[src/rtl/pic_pkg.sv]
package pic_pkg;
  typedef enum logic [1:0] {
    MD_LVL_LO = 2'b00,
    MD_LVL_HI = 2'b01,
    MD_FALL   = 2'b10,
    MD_RISE   = 2'b11
  } trig_mode_e;

  localparam int A_DIR  = 0;
  localparam int A_IEN  = 1;
  localparam int A_MODE = 2;
  localparam int A_STAT = 3;
  localparam int A_ACK  = 4;
endpackage

[src/rtl/pic_sync.sv]
module pic_sync #(
  parameter int W      = 9,
  parameter int STAGES = 2
) (
  input  logic         clk,
  input  logic         rst,
  input  logic [W-1:0] din,
  output logic [W-1:0] cur,
  output logic [W-1:0] prv
);
  logic [W-1:0] stg [STAGES];

  always_ff @(posedge clk) begin
    if (rst) begin
      for (int k = 0; k < STAGES; k++) stg[k] <= '0;
      prv <= '0;
    end else begin
      stg[0] <= din;
      for (int k = 1; k < STAGES; k++) stg[k] <= stg[k-1];
      prv <= stg[STAGES-1];
    end
  end

  assign cur = stg[STAGES-1];
endmodule

[src/rtl/pic_cond.sv]
module pic_cond
  import pic_pkg::*;
(
  input  trig_mode_e mode,
  input  logic       cur,
  input  logic       prv,
  input  logic       active,
  output logic       hit
);
  logic raw;

  always_comb begin
    unique case (mode)
      MD_LVL_LO: raw = ~cur;
      MD_LVL_HI: raw = cur;
      MD_FALL:   raw = prv & ~cur;
      MD_RISE:   raw = ~prv & cur;
      default:   raw = 1'b0;
    endcase
  end

  assign hit = raw & active;
endmodule

[src/rtl/port_irq_ctrl.sv]
module port_irq_ctrl
  import pic_pkg::*;
#(
  parameter int NPORT  = 8,
  parameter int GRP_W  = 4,
  parameter int AW     = 3,
  parameter int STAGES = 2
) (
  input  logic             clk,
  input  logic             rst,
  input  logic             reg_we,
  input  logic [AW-1:0]    reg_addr,
  input  logic [NPORT-1:0] reg_wdata,
  output logic [NPORT-1:0] reg_rdata,
  input  logic [NPORT-1:0] port_in,
  input  logic             ext_in,
  output logic             irq_req
);
  localparam int NSRC   = NPORT + 1;
  localparam int NGRP   = NPORT / GRP_W;
  localparam int EXT_MD = 2 * NGRP;
  localparam int EXT_EN = EXT_MD + 2;
  localparam int MW     = NPORT - 1;

  logic [NPORT-1:0] dir_q, ien_q;
  logic [MW-1:0]    mode_q;
  logic [NSRC-1:0]  st_q, st_d;
  logic [NSRC-1:0]  s_cur, s_prv, active, cond, ackv;
  logic             ack_evt, wr_mode, wr_ack;

  pic_sync #(.W(NSRC), .STAGES(STAGES)) u_sync (
    .clk (clk),
    .rst (rst),
    .din ({ext_in, port_in}),
    .cur (s_cur),
    .prv (s_prv)
  );

  assign active = {mode_q[EXT_EN], dir_q & ien_q};

  genvar gi;
  generate
    for (gi = 0; gi < NSRC; gi++) begin : g_src
      localparam int MB = (gi == NPORT) ? EXT_MD : 2 * (gi / GRP_W);
      pic_cond u_cond (
        .mode   (trig_mode_e'(mode_q[MB +: 2])),
        .cur    (s_cur[gi]),
        .prv    (s_prv[gi]),
        .active (active[gi]),
        .hit    (cond[gi])
      );
    end
  endgenerate

  assign wr_mode = reg_we && (reg_addr == AW'(A_MODE));
  assign wr_ack  = reg_we && (reg_addr == AW'(A_ACK));
  assign ack_evt = wr_ack || (wr_mode && reg_wdata[NPORT-1]);
  assign ackv    = {wr_mode & reg_wdata[NPORT-1], wr_ack ? reg_wdata : '0};

  always_comb begin
    for (int i = 0; i < NSRC; i++) begin
      if (cond[i])      st_d[i] = 1'b1;
      else if (ackv[i]) st_d[i] = 1'b0;
      else              st_d[i] = st_q[i];
    end
  end

  always_ff @(posedge clk) begin
    if (rst) begin
      dir_q     <= '0;
      ien_q     <= '0;
      mode_q    <= '0;
      st_q      <= '0;
      irq_req   <= 1'b0;
      reg_rdata <= '0;
    end else begin
      st_q    <= st_d;
      irq_req <= ack_evt ? 1'b0 : |st_d;
      if (reg_we && reg_addr == AW'(A_DIR)) dir_q <= reg_wdata;
      if (reg_we && reg_addr == AW'(A_IEN)) ien_q <= reg_wdata;
      if (wr_mode) mode_q <= reg_wdata[MW-1:0];
      case (reg_addr)
        AW'(A_DIR):  reg_rdata <= dir_q;
        AW'(A_IEN):  reg_rdata <= ien_q;
        AW'(A_MODE): reg_rdata <= {st_q[NPORT], mode_q};
        AW'(A_STAT): reg_rdata <= st_q[NPORT-1:0];
        default:     reg_rdata <= '0;
      endcase
    end
  end

  a_r9_ack_drops_req: assert property (@(posedge clk) disable iff (rst)
    ack_evt |=> !irq_req);

  a_r9_req_tracks_status: assert property (@(posedge clk) disable iff (rst)
    !$past(ack_evt) |-> (irq_req == (|st_q)));

  a_r8_cond_keeps_status: assert property (@(posedge clk) disable iff (rst)
    (cond != '0) |=> ((st_q & $past(cond)) == $past(cond)));

  a_r2_set_needs_active: assert property (@(posedge clk) disable iff (rst)
    (st_q & ~$past(st_q) & ~$past(active)) == '0);

  a_r7_clear_needs_ack: assert property (@(posedge clk) disable iff (rst)
    (~st_q & $past(st_q) & ~$past(ackv)) == '0);
endmodule

[config.mk]
export PLATFORM = sky130hd
export DESIGN_NAME = port_irq_ctrl
export DESIGN_NICKNAME = d
export VERILOG_FILES = /design/src/rtl/pic_pkg.sv /design/src/rtl/pic_sync.sv /design/src/rtl/pic_cond.sv /design/src/rtl/port_irq_ctrl.sv
export SDC_FILE = /design/constraint.sdc
export NUM_CORES = 1
export LEC_CHECK = 0
export BUFFER_PORTS_ARGS = -buffer_cell sky130_fd_sc_hd__buf_2
export CAP_MARGIN = 10
export CORE_AREA = 5 5 100 79
export DETAILED_ROUTE_END_ITERATION = 8
export DIE_AREA = 0 0 105 84
export PLACE_DENSITY_LB_ADDON = 0.12
export SKIP_LAST_GASP = 1
export SYNTH_ARGS = -nofsm -noshare
export SYNTH_HDL_FRONTEND = slang
export SYNTH_SLANG_ARGS = --single-unit
[constraint.sdc]
create_clock -name clk -period 5.8 [get_ports clk]
set_clock_uncertainty 0.15 [all_clocks]
set_input_delay 0.58 -clock clk [delete_from_list [all_inputs] [get_ports clk]]
set_output_delay 0.58 -clock clk [all_outputs]
set_load 0.05 [all_outputs]
## Yosys cells after proc, flatten, opt, wreduce, memory -nomap -nowiden

Memories as Yosys holds them, arrays and structs flattened.
Cells that the tools add are included.

- Bits in registers: 50
- RAM bits: 18
- Output and inout port bits: 9
- Memories kept: 1

Memory list:

| memory | depth | bits a word | rd ports | clocked after memory_dff | write ports | line | source |
|---|---|---|---|---|---|---|---|
| u_sync.stg | 2 | 9 | 2 | 0 | 2 | pic_sync.sv:11 | `logic [W-1:0] stg [STAGES];` |

- Equal/unequal tests: 13
- Muxes and demuxes: 34
- Bitwise operators: 49
- Reductions and logical operators: 12

Operator list:

| cell | number |
|---|---|
| $pmux 1 s4 | 9 |
| $pmux 8 s4 | 1 |
| $and 1x1->1 | 28 |
| $mux 1 | 21 |
| $mux 9 | 2 |
| $not 1->1 | 18 |
| $eq 2x2->1 const B | 6 |
| $reduce_or 9->1 | 1 |
| $and 8x8->8 | 1 |
| $mux 8 | 1 |
| $eq 2x1->1 const B | 3 |
| $eq 3x2->1 const B | 2 |
| $logic_not 2->1 | 3 |
| $logic_and 1x1->1 | 5 |
| $eq 3x1->1 const B | 1 |
| $eq 3x3->1 const B | 1 |
| $logic_not 3->1 | 1 |
| $or 1x1->1 | 2 |
| $reduce_or 2->1 | 1 |
| $logic_or 1x1->1 | 1 |

## Logic depth before layout (Yosys ltp)

- Depth in word-level cells: 6
- Gate-level depth with buffers: 8

## Hierarchy

From an unflattened synthesis, not the netlist that was laid out.

- Cell total of the unflattened synthesis: 299
- Area, all modules: 2,892.8 um^2

Modules (own cells, without submodules):

| module | times used | cells an instance | area each (um^2) | sequential area each (um^2) |
|---|---|---|---|---|
| port_irq_ctrl | 1 | 198 | 1,771.7 | 820.8 |
| pic_sync | 1 | 65 | 817.0 | 540.5 |
| pic_cond | 9 | 4 | 33.8 | 0.0 |

## Worst setup path after synthesis

No wires, ideal clock.

- Path type: input port to flip-flop
- From: input port reg_addr[2]
- To: register irq_req
- Library setup time: 0.116 ns
- Data arrival time: 1.874 ns
- Required time: 5.534 ns
- Slack: 3.660 ns
- Stages: 8
- Buffers on the path: 2
- Cell sequence: buf_2 nor4bb_1 buf_4 nand2_1 a32o_1 nor4_1 nand4_1 and3b_1

- Cells in the longest elaborated chain, start to end: 6
- Elaborated cells between the ends (all ways): 28
- Classes of those cells: eq/ne: 2; mux: 19; bitwise: 1; reduce/logical: 6

RTL lines:

| element | line | source |
|---|---|---|
| from (decl) | port_irq_ctrl.sv:12 | `input logic [AW-1:0] reg_addr,` |
| $eq 3x3->1 or $eq 3x2->1 (tied branches) | port_irq_ctrl.sv:56, port_irq_ctrl.sv:55 |  |
| $logic_and 1x1->1, on equally long branches | port_irq_ctrl.sv:56, port_irq_ctrl.sv:55 |  |
| $mux 8 or $and 1x1->1 (tied branches) | port_irq_ctrl.sv:58 | `assign ackv = {wr_mode & reg_wdata[NPORT-1], wr_ack ? reg_wdata : '0};` |
| $mux 1 | port_irq_ctrl.sv:63 | `else if (ackv[i]) st_d[i] = 1'b0;` |
| $mux 1 | port_irq_ctrl.sv:62 | `if (cond[i]) st_d[i] = 1'b1;` |
| $reduce_or 9->1 | port_irq_ctrl.sv:78 | `irq_req <= ack_evt ? 1'b0 : \|st_d;` |
| to (signal assigned) | port_irq_ctrl.sv:78 |  |
| to (decl) | port_irq_ctrl.sv:17 | `output logic irq_req` |

Several ways; a longest one is shown, not always the timed one.
A chain may end at the register's enable or synchronous reset.

## Worst setup path after layout

- From: input port reg_addr[0]
- To: register irq_req

The elaborated chain is that of the path after synthesis.

==> run summary <==
For hold timing, the worst endpoint is u_sync.stg[0][13]$_SDFF_PP0_. The buffers plus inverters on the worst setup path is 2. The register area share after synthesis is 50.53%. The number of enable-type register cells in the synthesized netlist came out at 0. The wire length per cell is 14.81 um. The total via count in the routed design came out at 2011. The worst setup path is captured at a flop. In the synthesized netlist the dominant register cell turns out to be sky130_fd_sc_hd__dfxtp_1. For this block, the initial DRC count from the detailed router was 65. The via count of the first global-routing pass is 1888. The tree built by TritonCTS fans out to 68 sinks. Max-cap violations in this run came to 0. In this design, the largest share of critical-path delay is due to simple AND/OR/NAND/NOR gates. The critical path goes through buf_2 > nor4bb_1 > buf_4 > nand2_1 > a32o_1 > nor4_1 > nand4_1 > and3b_1.

The clock-pin slew reported for the worst setup and hold paths after clock tree synthesis came out at 0.07 ns. Dividing the detail-routed via count by the number of cells gives 5.104. After technology mapping, the gate count stands at 279. At the worst endpoint, the required time is 5.88 ns.

The maximum operating frequency came out at 0.3904 GHz. In this run the register-to-register setup slack is 3.80 ns. Setup violations remaining at the end of the flow were counted as 0. After global routing the overflow that remains totals 0. The critical setup path kind is input port to flop.

The clock tree synthesis step divided the H-tree into 3 levels. A synthesized cell averages 9.655 um2. Counting flops with an async set or reset pin after synthesis yields a share of 0%. TritonCTS built the clock tree. The final count of hold timing violations came out at 0.

The setup slack of the critical path after layout came out at 3.238 ns. Summed over all cells, the static leakage comes to 0.001161 uW. The hold slack is 0.2847 ns. The die width is 105 um.

The flow ran to the end, and the final reports show no timing, DRC or antenna violations. The die covers 8820 um2. The starting density of the core came out at 38.71%. The number of antenna violations at the first check in global routing is 0. The number of top-level design ports is 32.

Clock latency on the worst-skew pair, taken at its later pin, is 0.34 ns. The mapped netlist covers 2694 um2. In this run the post-CTS setup repair buffer count came out at 0. The post-layout net count is 326. The number of cells upsized or downsized after cts came out at 0. Total power for the finished layout comes to 921.4 uW. The worst hold path depth came out at 1.

The maximum fanout count along the critical path came out at 28. The clock period minus final worst setup slack came out at 2.562 ns. Compared with the post-synthesis result, the final layout area differs by 13.89%. STA classifies the critical path startpoint as an input port. The worst register-to-register path ends at irq_req$_SDFF_PP0_.

The post-detailed-route DRC marker count came out at 0. Setup repair after global routing left no endpoint under its margin. Detailed placement ended at an HPWL of 3919 um.

The standard cell with the maximum stage delay on the critical path is sky130_fd_sc_hd__nor4bb_1. The total count of max-transition violations in the final report came out at 0. The number of clock buffers inserted by TritonCTS came out at 9. The accumulated negative setup slack came out at 0 ns. The number of cells on the worst reg-to-reg path came out at 6. The maximum ir drop on the vdd rail came out at 0.0001394 V.

The final worst-path cycle share came out at 44.16%. The number of antenna-violating nets in the routed design is 0. The largest stage delay on the critical path came out at 0.67 ns. The startpoint identified for the worst hold timing path is u_sync.stg[0][4]$_SDFF_PP0_. The path type of the worst min-delay path is flop to flop.

The count of TritonRoute iterations in the first routing pass came out at 4. The relative slew slack is 53.98%. The post-route netlist has 15.64% of its cells at a drive strength greater than 1. The first-pass GRT wire length came out at 9729 um. OpenSTA, run right after detailed placement, puts the worst setup slack at 2.922 ns. The global placer's final weighted congestion is 0.7882. The power density of the placed cells came out at 300.3 nW/um2. The largest buffer count on any clock path came out at 2. The post-synth net total came out at 302. The floorplan step defined a core boundary enclosing 6959 um2. The cell row count came out at 27. In this run the critical register-to-register path is launched from mode_q[1]$_SDFFE_PP0N_. The count of inserted antenna diode cells is 0. For this design, the CTS-stage hold fixing added 0 buffers.

For the pin with the worst max-slew slack, the measured transition is 0.6810 ns. The total routing resource utilization after global routing is 13.97%. The floorplan die height is 84 um. The count of buffers inserted at the top-level ports came out at 31.

The number of synthesized register bits came out at 68. The routed wire length came out at 5836 um. The endpoint arrival time on the critical path is 2.64 ns.

The largest net degree at the start of global routing is 69. The tree is rooted in a sky130_fd_sc_hd__clkbuf_8. The yosys synthesis warning count is 0. The count of distinct cell types in the synthesized netlist is 31.
[power breakdown]
part / switching (uW) / total (uW) / internal [uW]
sequential: 7.33 / 487 / 480
clock: 161 / 369 / 208
combinational: 39.5 / 64.8 / 25.3
total: 208 / 921 / 713
[worst max path at each step]
stage | from | endpoint | cells past startpoint | slack (ns)
global placement | reg_addr[0] | irq_req$_SDFF_PP0_ | 8 | 2.99
floorplan | reg_addr[2] | irq_req$_SDFF_PP0_ | 8 | 3.66
global route | reg_addr[0] | irq_req$_SDFF_PP0_ | 8 | 3.09
CTS | reg_addr[0] | irq_req$_SDFF_PP0_ | 8 | 3.27
detailed placement | reg_addr[0] | irq_req$_SDFF_PP0_ | 8 | 2.92
finish | reg_addr[0] | irq_req$_SDFF_PP0_ | 8 | 3.24
[flip-flops by register name, indices dropped and copies added (netlist names)]
signal      cells
u_sync.stg     18
st_q            9
u_sync.prv      9
dir_q           8
ien_q           8
reg_rdata       8
mode_q          7
irq_req         1
[per-stage QoR]
stage / util (%) / cell area, um2 / std cells
CTS: 44.08 / 3068 / 394
global placement: 41.44 / 2884 / 379
detailed placement: 41.44 / 2884 / 379
global route: 44.08 / 3068 / 394
finish: 44.08 / 3068 / 394
floorplan: - / 2694 / 279
[kinds of logic (layout without fill, tap and decap cells)]
logic type | after synthesis | in the layout | share of synthesized area [%]
AND/OR/NAND/NOR | 115 | 115 | 22.57
flip-flops | 68 | 68 | 50.53
AO/OA/AOI/OAI | 51 | 51 | 14.72
buffers and inverters | 23 | 51 | 3.994
multiplexers | 22 | 22 | 8.175
[cell type report]
| class | instances | area, um2 |
|---|---|---|
| Fill cell | 674 | 3891 |
| Sequential cell | 68 | 1361 |
| Inverter | 1 | 3.754 |
| Timing Repair Buffer | 35 | 185.2 |
| Multi-Input combinational cell | 188 | 1225 |
| Tap cell | 87 | 108.9 |
| Clock buffer | 13 | 148.9 |
| Clock inverter | 2 | 35.03 |
[layer usage]
metal	vias to the layer above	global-route usage, %	part of all wire, %
li1	1020	-	-
met1	943	20.22	51
met2	39	19.09	42
met3	9	5.955	5.3
met4	0	3.136	1.2
met5	-	0	0
[synthesized netlist by cell type, drive strengths merged (2+ instances only)]
master / number / area (um2)
dfxtp: 68 / 1361
mux2i: 22 / 220.2
clkbuf: 15 / 58.81
a21boi: 7 / 52.55
nor2: 24 / 90.09
nor3b: 9 / 67.56
a21oi: 10 / 50.05
nand2: 28 / 105.1
a32oi: 2 / 17.52
a22o: 8 / 70.07
nor3: 2 / 10.01
a211oi: 7 / 52.55
a2111oi: 8 / 70.07
nand2b: 7 / 43.79
buf: 7 / 45.03
nand3: 2 / 10.01
nor2b: 37 / 231.5
a32o: 6 / 60.06
o31ai: 2 / 15.01
[placed cells by master, fill, tap and decap left out, drive strengths merged]
master	count
a211oi	7
a22o	8
nand3	2
nor4	1
a21oi	10
clkinv	1
clkbuf	13
o31ai	2
a32oi	2
nand2b	7
buf	35
and3b	1
nor4bb	1
nand4	1
and4bb	1
nor2b	37
nor3b	9
a311oi	1
a21boi	7
dfxtp	68
nor3	2
a32o	6
nor2	24
mux2i	22
bufinv	1
or3	1
a2111oi	8
inv	1
nand2	28
(Power assumes the default switching activity.)
